==> src/rtl/slf_pkg.sv <==
package slf_pkg;

    typedef enum logic [1:0] {
        RT_NORMAL = 2'd0,
        RT_LOCAL  = 2'd1,
        RT_REMOTE = 2'd2
    } route_e;

    typedef enum logic {
        RTS_OFF = 1'b0,
        RTS_ON  = 1'b1
    } rts_e;

    typedef enum logic {
        GT_PASS  = 1'b0,
        GT_BLOCK = 1'b1
    } gate_e;

endpackage

==> src/rtl/slf_sync.sv <==
module slf_sync #(
    parameter int          W         = 2,
    parameter int          STAGES    = 2,
    parameter logic [W-1:0] RESET_VAL = '1
) (
    input  logic         clk,
    input  logic         rst_n,
    input  logic [W-1:0] d_async,
    output logic [W-1:0] q_sync
);

    logic [W-1:0] chain [STAGES];

    for (genvar g = 0; g < STAGES; g++) begin : g_stage
        if (g == 0) begin : g_first
            always_ff @(posedge clk or negedge rst_n) begin
                if (!rst_n) chain[g] <= RESET_VAL;
                else        chain[g] <= d_async;
            end
        end else begin : g_rest
            always_ff @(posedge clk or negedge rst_n) begin
                if (!rst_n) chain[g] <= RESET_VAL;
                else        chain[g] <= chain[g-1];
            end
        end
    end

    assign q_sync = chain[STAGES-1];

endmodule

==> src/rtl/slf_route.sv <==
module slf_route
    import slf_pkg::*;
#(
    parameter logic IDLE_LEVEL = 1'b1
) (
    input  logic clk,
    input  logic rst_n,
    input  logic loc_req,
    input  logic rem_req,
    input  logic txd_core,
    input  logic rxd_line,
    output logic txd_line,
    output logic rxd_core
);

    route_e state, state_nx;

    // next-route choice: local loop outranks remote echo
    always_comb begin
        if (loc_req)      state_nx = RT_LOCAL;
        else if (rem_req) state_nx = RT_REMOTE;
        else              state_nx = RT_NORMAL;
    end

    always_ff @(posedge clk or negedge rst_n) begin
        if (!rst_n) state <= RT_NORMAL;
        else        state <= state_nx;
    end

    always_comb begin
        unique case (state)
            RT_NORMAL: begin
                txd_line = txd_core;
                rxd_core = rxd_line;
            end
            RT_LOCAL: begin
                txd_line = IDLE_LEVEL;
                rxd_core = txd_core;
            end
            RT_REMOTE: begin
                txd_line = rxd_line;
                rxd_core = rxd_line;
            end
            default: begin
                txd_line = IDLE_LEVEL;
                rxd_core = IDLE_LEVEL;
            end
        endcase
    end

    // straight-through route after both loop bits clear
    assert_normal_path_R2: assert property (@(posedge clk) disable iff (!rst_n)
        (!loc_req && !rem_req) |=> (txd_line == txd_core && rxd_core == rxd_line));

    // local loop, whatever the remote bit says
    assert_local_mark_R3: assert property (@(posedge clk) disable iff (!rst_n)
        loc_req |=> (txd_line == IDLE_LEVEL));
    assert_local_feed_R5: assert property (@(posedge clk) disable iff (!rst_n)
        loc_req |=> (rxd_core == txd_core));

    // remote echo
    assert_remote_echo_R4: assert property (@(posedge clk) disable iff (!rst_n)
        (rem_req && !loc_req) |=> (txd_line == rxd_line));

endmodule

==> src/rtl/slf_rts.sv <==
module slf_rts
    import slf_pkg::*;
#(
    parameter int BUSY_W = 3
) (
    input  logic              clk,
    input  logic              rst_n,
    input  logic              auto_en,
    input  logic              chan_en,
    input  logic [BUSY_W-1:0] busy,
    input  logic              manual,
    output logic              rts_n
);

    rts_e state, state_nx;
    logic pending;

    assign pending = |busy;

    always_comb begin
        state_nx = state;
        unique case (state)
            RTS_OFF: begin
                if (auto_en) begin
                    if (chan_en && pending) state_nx = RTS_ON;
                end else if (manual) begin
                    state_nx = RTS_ON;
                end
            end
            RTS_ON: begin
                if (auto_en) begin
                    if (!chan_en || !pending) state_nx = RTS_OFF;
                end else if (!manual) begin
                    state_nx = RTS_OFF;
                end
            end
            default: state_nx = RTS_OFF;
        endcase
    end

    always_ff @(posedge clk or negedge rst_n) begin
        if (!rst_n) state <= RTS_OFF;
        else        state <= state_nx;
    end

    always_comb rts_n = (state != RTS_ON);

    assert_rts_assert_R7: assert property (@(posedge clk) disable iff (!rst_n)
        (auto_en && chan_en && pending) |=> !rts_n);
    assert_rts_negate_R8: assert property (@(posedge clk) disable iff (!rst_n)
        (auto_en && (!chan_en || !pending)) |=> rts_n);
    assert_rts_manual_R9: assert property (@(posedge clk) disable iff (!rst_n)
        (!auto_en) |=> (rts_n == !$past(manual)));

endmodule

==> src/rtl/slf_gate.sv <==
module slf_gate
    import slf_pkg::*;
(
    input  logic clk,
    input  logic rst_n,
    input  logic gate_en,
    input  logic line_n,
    output logic blocked
);

    gate_e state, state_nx;

    always_comb begin
        state_nx = state;
        unique case (state)
            GT_PASS:  if (gate_en && line_n)    state_nx = GT_BLOCK;
            GT_BLOCK: if (!gate_en || !line_n)  state_nx = GT_PASS;
            default:  state_nx = GT_PASS;
        endcase
    end

    always_ff @(posedge clk or negedge rst_n) begin
        if (!rst_n) state <= GT_PASS;
        else        state <= state_nx;
    end

    always_comb blocked = (state == GT_BLOCK);

    // the qualifier follows enable and synchronized pin one edge later
    assert_gate_block_R10: assert property (@(posedge clk) disable iff (!rst_n)
        (gate_en && line_n) |=> blocked);
    assert_gate_open_R11: assert property (@(posedge clk) disable iff (!rst_n)
        (!gate_en || !line_n) |=> !blocked);

endmodule

==> src/rtl/serial_loop_flow.sv <==
module serial_loop_flow
    import slf_pkg::*;
#(
    parameter int   BUSY_W      = 3,
    parameter int   SYNC_STAGES = 2,
    parameter logic IDLE_LEVEL  = 1'b1
) (
    input  logic              clk,
    input  logic              rst_n,
    input  logic              chan_en,
    input  logic              loc_loop_en,
    input  logic              rem_loop_en,
    input  logic              auto_rts_en,
    input  logic              rts_manual,
    input  logic              cts_gate_en,
    input  logic              dsr_gate_en,
    input  logic [BUSY_W-1:0] tx_busy,
    input  logic              txd_core,
    output logic              rxd_core,
    output logic              txd_pin,
    input  logic              rxd_pin,
    output logic              rts_n,
    input  logic              cts_n,
    input  logic              dsr_n,
    output logic              tx_permit,
    output logic              rx_discard
);

    localparam int MODEM_W = 2;
    localparam int CTS_IDX = 0;
    localparam int DSR_IDX = 1;

    logic [MODEM_W-1:0] modem_raw_n;
    logic [MODEM_W-1:0] modem_sync_n;
    logic               cts_blocked;
    logic               dsr_blocked;

    assign modem_raw_n[CTS_IDX] = cts_n;
    assign modem_raw_n[DSR_IDX] = dsr_n;

    // pins reset to the deasserted (high) level
    slf_sync #(
        .W         (MODEM_W),
        .STAGES    (SYNC_STAGES),
        .RESET_VAL ({MODEM_W{1'b1}})
    ) u_sync (
        .clk     (clk),
        .rst_n   (rst_n),
        .d_async (modem_raw_n),
        .q_sync  (modem_sync_n)
    );

    slf_route #(
        .IDLE_LEVEL (IDLE_LEVEL)
    ) u_route (
        .clk      (clk),
        .rst_n    (rst_n),
        .loc_req  (loc_loop_en),
        .rem_req  (rem_loop_en),
        .txd_core (txd_core),
        .rxd_line (rxd_pin),
        .txd_line (txd_pin),
        .rxd_core (rxd_core)
    );

    slf_rts #(
        .BUSY_W (BUSY_W)
    ) u_rts (
        .clk     (clk),
        .rst_n   (rst_n),
        .auto_en (auto_rts_en),
        .chan_en (chan_en),
        .busy    (tx_busy),
        .manual  (rts_manual),
        .rts_n   (rts_n)
    );

    slf_gate u_cts_gate (
        .clk     (clk),
        .rst_n   (rst_n),
        .gate_en (cts_gate_en),
        .line_n  (modem_sync_n[CTS_IDX]),
        .blocked (cts_blocked)
    );

    slf_gate u_dsr_gate (
        .clk     (clk),
        .rst_n   (rst_n),
        .gate_en (dsr_gate_en),
        .line_n  (modem_sync_n[DSR_IDX]),
        .blocked (dsr_blocked)
    );

    assign tx_permit  = !cts_blocked;
    assign rx_discard = dsr_blocked;

    // the CTS gate never alters the line route in the straight-through state
    assert_cts_route_free_R13: assert property (@(posedge clk) disable iff (!rst_n)
        (!loc_loop_en && !rem_loop_en) |=> (txd_pin == txd_core));

    // qualifiers are idle while reset is held
    always_comb begin
        if (!rst_n) begin
            assert_reset_idle_R1: assert (rts_n && tx_permit && !rx_discard);
        end
    end

endmodule

==> config.mk <==
export PLATFORM = sky130hd
export DESIGN_NAME = serial_loop_flow
export DESIGN_NICKNAME = d
export VERILOG_FILES = /design/src/rtl/slf_pkg.sv /design/src/rtl/slf_sync.sv /design/src/rtl/slf_route.sv /design/src/rtl/slf_rts.sv /design/src/rtl/slf_gate.sv /design/src/rtl/serial_loop_flow.sv
export SDC_FILE = /design/constraint.sdc
export NUM_CORES = 1
export LEC_CHECK = 0
export CAP_MARGIN = 10
export CORE_AREA = 2 2 39 41
export CTS_BUF_LIST = sky130_fd_sc_hd__clkbuf_4
export CTS_CLUSTER_SIZE = 30
export DETAILED_ROUTE_END_ITERATION = 8
export DIE_AREA = 0 0 41 43
export MAX_ROUTING_LAYER = met4
export SETUP_SLACK_MARGIN = 0.4
export SYNTH_ARGS = -nofsm -noshare
export SYNTH_HDL_FRONTEND = slang
export SYNTH_SLANG_ARGS = --single-unit
==> constraint.sdc <==
create_clock -name clk -period 1.2 [get_ports clk]
set_input_delay 0.24 -clock clk [delete_from_list [all_inputs] [get_ports clk]]
set_output_delay 0.24 -clock clk [all_outputs]
set_load 0.1 [all_outputs]
Word level (Yosys, flattened, before mapping):

Cells that the tools add are included.

* register bits after elaboration: 9
* bits in latches: 0
* RAM bits: 0
* bits in read-only memories: 0
* bits of input ports: 16
* output and inout bits: 5
* word-level logic and storage cells: 43
* memories: 0

* $add $sub $neg: 0
* multiply operators: 0
* divide/modulo/power cells: 0
* order comparisons: 0
* eq/ne operators: 2
* shifts and indexed selects: 0
* mux-type cells: 16
* bitwise gates (word level): 3
* reductions and logical operators: 16

Operators by type and width (number)
* $pmux W1 S2: 5
* $mux W1: 9
* $logic_not A1 Y1: 7
* $mux W2: 2
* $logic_and A1 B1 Y1: 3
* $logic_or A1 B1 Y1: 3
* $not A1 Y1: 3
* $reduce_or A3 Y1: 1
* $eq A2 B1 Y1 const B: 1
* $eq A2 B2 Y1 const B: 1
* $logic_not A2 Y1: 1
* $reduce_or A2 Y1: 1

Depth between registers and ports, before layout:

* depth in word-level cells: 6
* depth in mapped cells: 2
* gate-level depth less buffers: 2

By module:

Synthesis repeated with hierarchy kept, for this count alone.

* cell total of the unflattened synthesis: 24
* area, all modules: 315.3 um2

Modules (own cells, without submodules)
* slf_sync: instances 1, cells each 6, area an instance 120.1 um2
* slf_route: instances 1, cells each 8, area an instance 82.6 um2
* slf_gate: instances 2, cells each 2, area an instance 31.3 um2
* slf_rts: instances 1, cells each 5, area an instance 46.3 um2
* serial_loop_flow: instances 1, cells each 1, area an instance 3.8 um2

Least setup slack after synthesis:

OpenSTA, ideal clock, no wires.

* kind: flip-flop to output port
* from: register u_route.state[1]
* to: output txd_pin
* arrival time: 1.876 ns
* path slack: -0.916 ns
* cell stages (with the launch flop): 3
* cells stage by stage: dfrtp_1 -> nor2b_1 -> o21bai_1

* cells in the longest elaborated chain, start to end: 2

RTL lines
* start, declared: line slf_route.sv:16 `route_e state, state_nx;`
* start signal, assigned: line slf_route.sv:27 `else state <= state_nx;`
* $eq A2 B2 Y1 / $logic_not A2 Y1 (equally long branches): line slf_route.sv:31 `unique case (state)`
* $pmux W1 S2 (*): line slf_route.sv:31
* end, declared: line serial_loop_flow.sv:20 `output logic txd_pin,`

Every way passes the cells marked *; elsewhere a longest branch is shown, timed or not.

Worst setup path in the final report:

Same ends and word-level chain as after synthesis.

==> impl_metrics.ini <==
[status]
status = finished, violations left
violations = negative setup slack

[clock_tree]
cts.sink_count = 9
path_clk_slew_ns = 0.06
postCtsHoldBufs = 0
cts.path.max_buffers = 2
cts_root_buf = clkbuf_4
cts_tree = yes
cts.htree.levels = 1
cts_buffers = 3
insertion_delay_ns = 0.25
postCtsSetupRepairBufs = 0

[layout]
finalNonFillerCells = 62
syn_to_final_growth_pct = 115
fin_nets = 63
antenna_cells = 0
postLayoutCoreUtil = 0.467
fin_area_um2 = 646
drive_gt1_frac = 0.457

[critical_path]
path_cells = nor2b_4 > o21bai_4 > buf_12
cp-end-kind = output pin
r2r-start = u_sync.q_sync[0]$_DFF_PN1_
crit_path_top_delay_cell = dfrtp_1
startpoint = u_route.state[1]$_DFF_PN0_
path_buf_inv = 1
crit_arrival_ns = 1.12
cpLargestDelayFamily = flip-flops
slowest_delay_ns = 0.41
required_ns = 0.96
cp-start-kind = flip-flop
crit_type = reg -> out
crit_fanout = 2

[route]
routedWlPerCell_um = 9.85
dr.pass1.iters = 2
via_per_inst = 4.13
post-route-drc-count = 0
drt_iter0_markers = 1
route.vias.total = 256
routed_wl_um = 611
ant_nets = 0

[pwr]
p_leak_nw = 0.268
p_total_mw = 0.796
ir_drop_v = 0.000634
power.density_mw_per_mm2 = 1230

[timing]
slew_violations = 0
min_period_ns = 1.36
max_freq_mhz = 738
finalCritPeriodShare = 1.13
hold_viol_final = 0
finalSetupViolCount = 2
timing.slew.headroom = 0.737
grt_setup_unrepaired = yes
tns_ns = -0.275
layout_setup_ws_ns = -0.155
tightest_slew_ns = 0.394
clock_skew_ns = 0.000901
whs_ns = 0.278

[global_routing]
grt_start_max_net_pins = 10
grt_pass1_vias = 269
grtUsageTotal = 0.0958
grt-ovfl-total = 0
grt_pass1_wl_um = 1010
grt_antenna_before_repair = 0

[synth]
syn_nets = 38
synth.avg_cell_area_um2 = 13.6
synthArstFlopShare = 1.00
ys_top_cells_by_area = dfrtp_1 42%, dfstp_2 35%, and2_1 4.2%
yosys.cell_count.top_type = dfrtp_1
synth_top_cell_area_share = 0.417
yosysWarnings = 0
synth_largest_area_cell = dfrtp_1
synth_common_cells = 5 x dfrtp_1, 4 x dfstp_2, 3 x inv_1
ys_seq_area_frac = 0.767
netlist_area_um2 = 300
netlist_instances = 22
ys_ff_latch = 9
synthFlopType = dfrtp_1
synth_edf_count = 0
ys_types = 10

[floorplanning]
die-area_mm2 = 0.00176
coreArea_mm2 = 0.00138
initial_core_util = 0.217
fp.dieW_um = 41
num_rows = 14
ios = 21
die_h_um = 43

[place]
io_buffers = 20
gp_congestion = 0.592
hpwl_um = 522
dp_cells = 58
dpl_cell_area_um2 = 614
dp_slack_ns = -0.273

[run]
maxCapViolations = 0

[worst_hold_path]
hold_class = in -> async
## cells by family after synthesis
family                 synth area share
DFF                               0.767
and+or+nand+nor                   0.108
AOI/OAI and AO/OA                0.0875
buffers and inverters            0.0375
## area by class of cell
cell class                 instances  area, um^2
clock buffer                       4        30.0
fill                             126         738
inverter                           3        18.8
multi-input combinational         10        98.8
sequential                         9         234
tap                               16        20.0
timing repair buffer              20         244
## final timing paths
check | endpoint | depth (start not counted) | slack (ns)
max reg2reg | u_cts_gate.blocked$_DFF_PN0_ | 1 | 0.53
max | txd_pin | 3 | -0.16
max in group asynchronous | u_sync.chain[3]$_DFF_PN1_ | 1 | 0.61
min in group clk | u_sync.q_sync[0]$_DFF_PN1_ | 0 | 0.36
min | u_dsr_gate.blocked$_DFF_PN0_ | 1 | 0.28
min reg2reg | u_sync.q_sync[0]$_DFF_PN1_ | 0 | 0.36
## placed cells by master (no fill, tap or decap), drive strengths merged
master         synthesis  layout
o311ai                 1       1
clkdlybuf4s50          0      10
nor2                   2       2
and2                   2       2
clkbuf                 0       4
o21ai                  1       1
a21oi                  1       1
buf                    0       5
dlygate4sd2            0       5
dfstp                  4       4
inv                    3       1
nor2b                  2       2
clkinvlp               0       2
dfrtp                  5       5
o21bai                 1       1
## flip-flops by register name, indices dropped and copies added, names as in the netlist
name,count
u_sync.q_sync,2
u_cts_gate.blocked,1
u_rts.state,1
u_dsr_gate.blocked,1
u_route.state,2
u_sync.chain,2
## power breakdown
part / internal (mW) / switching (mW) / total [mW]
Combinational: 0.0961 / 0.117 / 0.213
Sequential: 0.326 / 0.0106 / 0.337
Clock: 0.150 / 0.0958 / 0.246
## layer usage
layer,vias up,wire (um),global-route usage
li1,117,-,-
met3,0,115,0.0681
met4,0,0,0.0800
met2,21,291,0.128
met5,-,0,-
met1,118,205,0.0870
## repair_timing
| action | CTS | global route |
|---|---|---|
| pin swaps | 2 | 1 |
| setup endpoints to repair | 6 | 5 |
| gates resized for setup | 7 | 0 |
| cloned | 0 | 0 |
(Power assumes the default switching activity.)
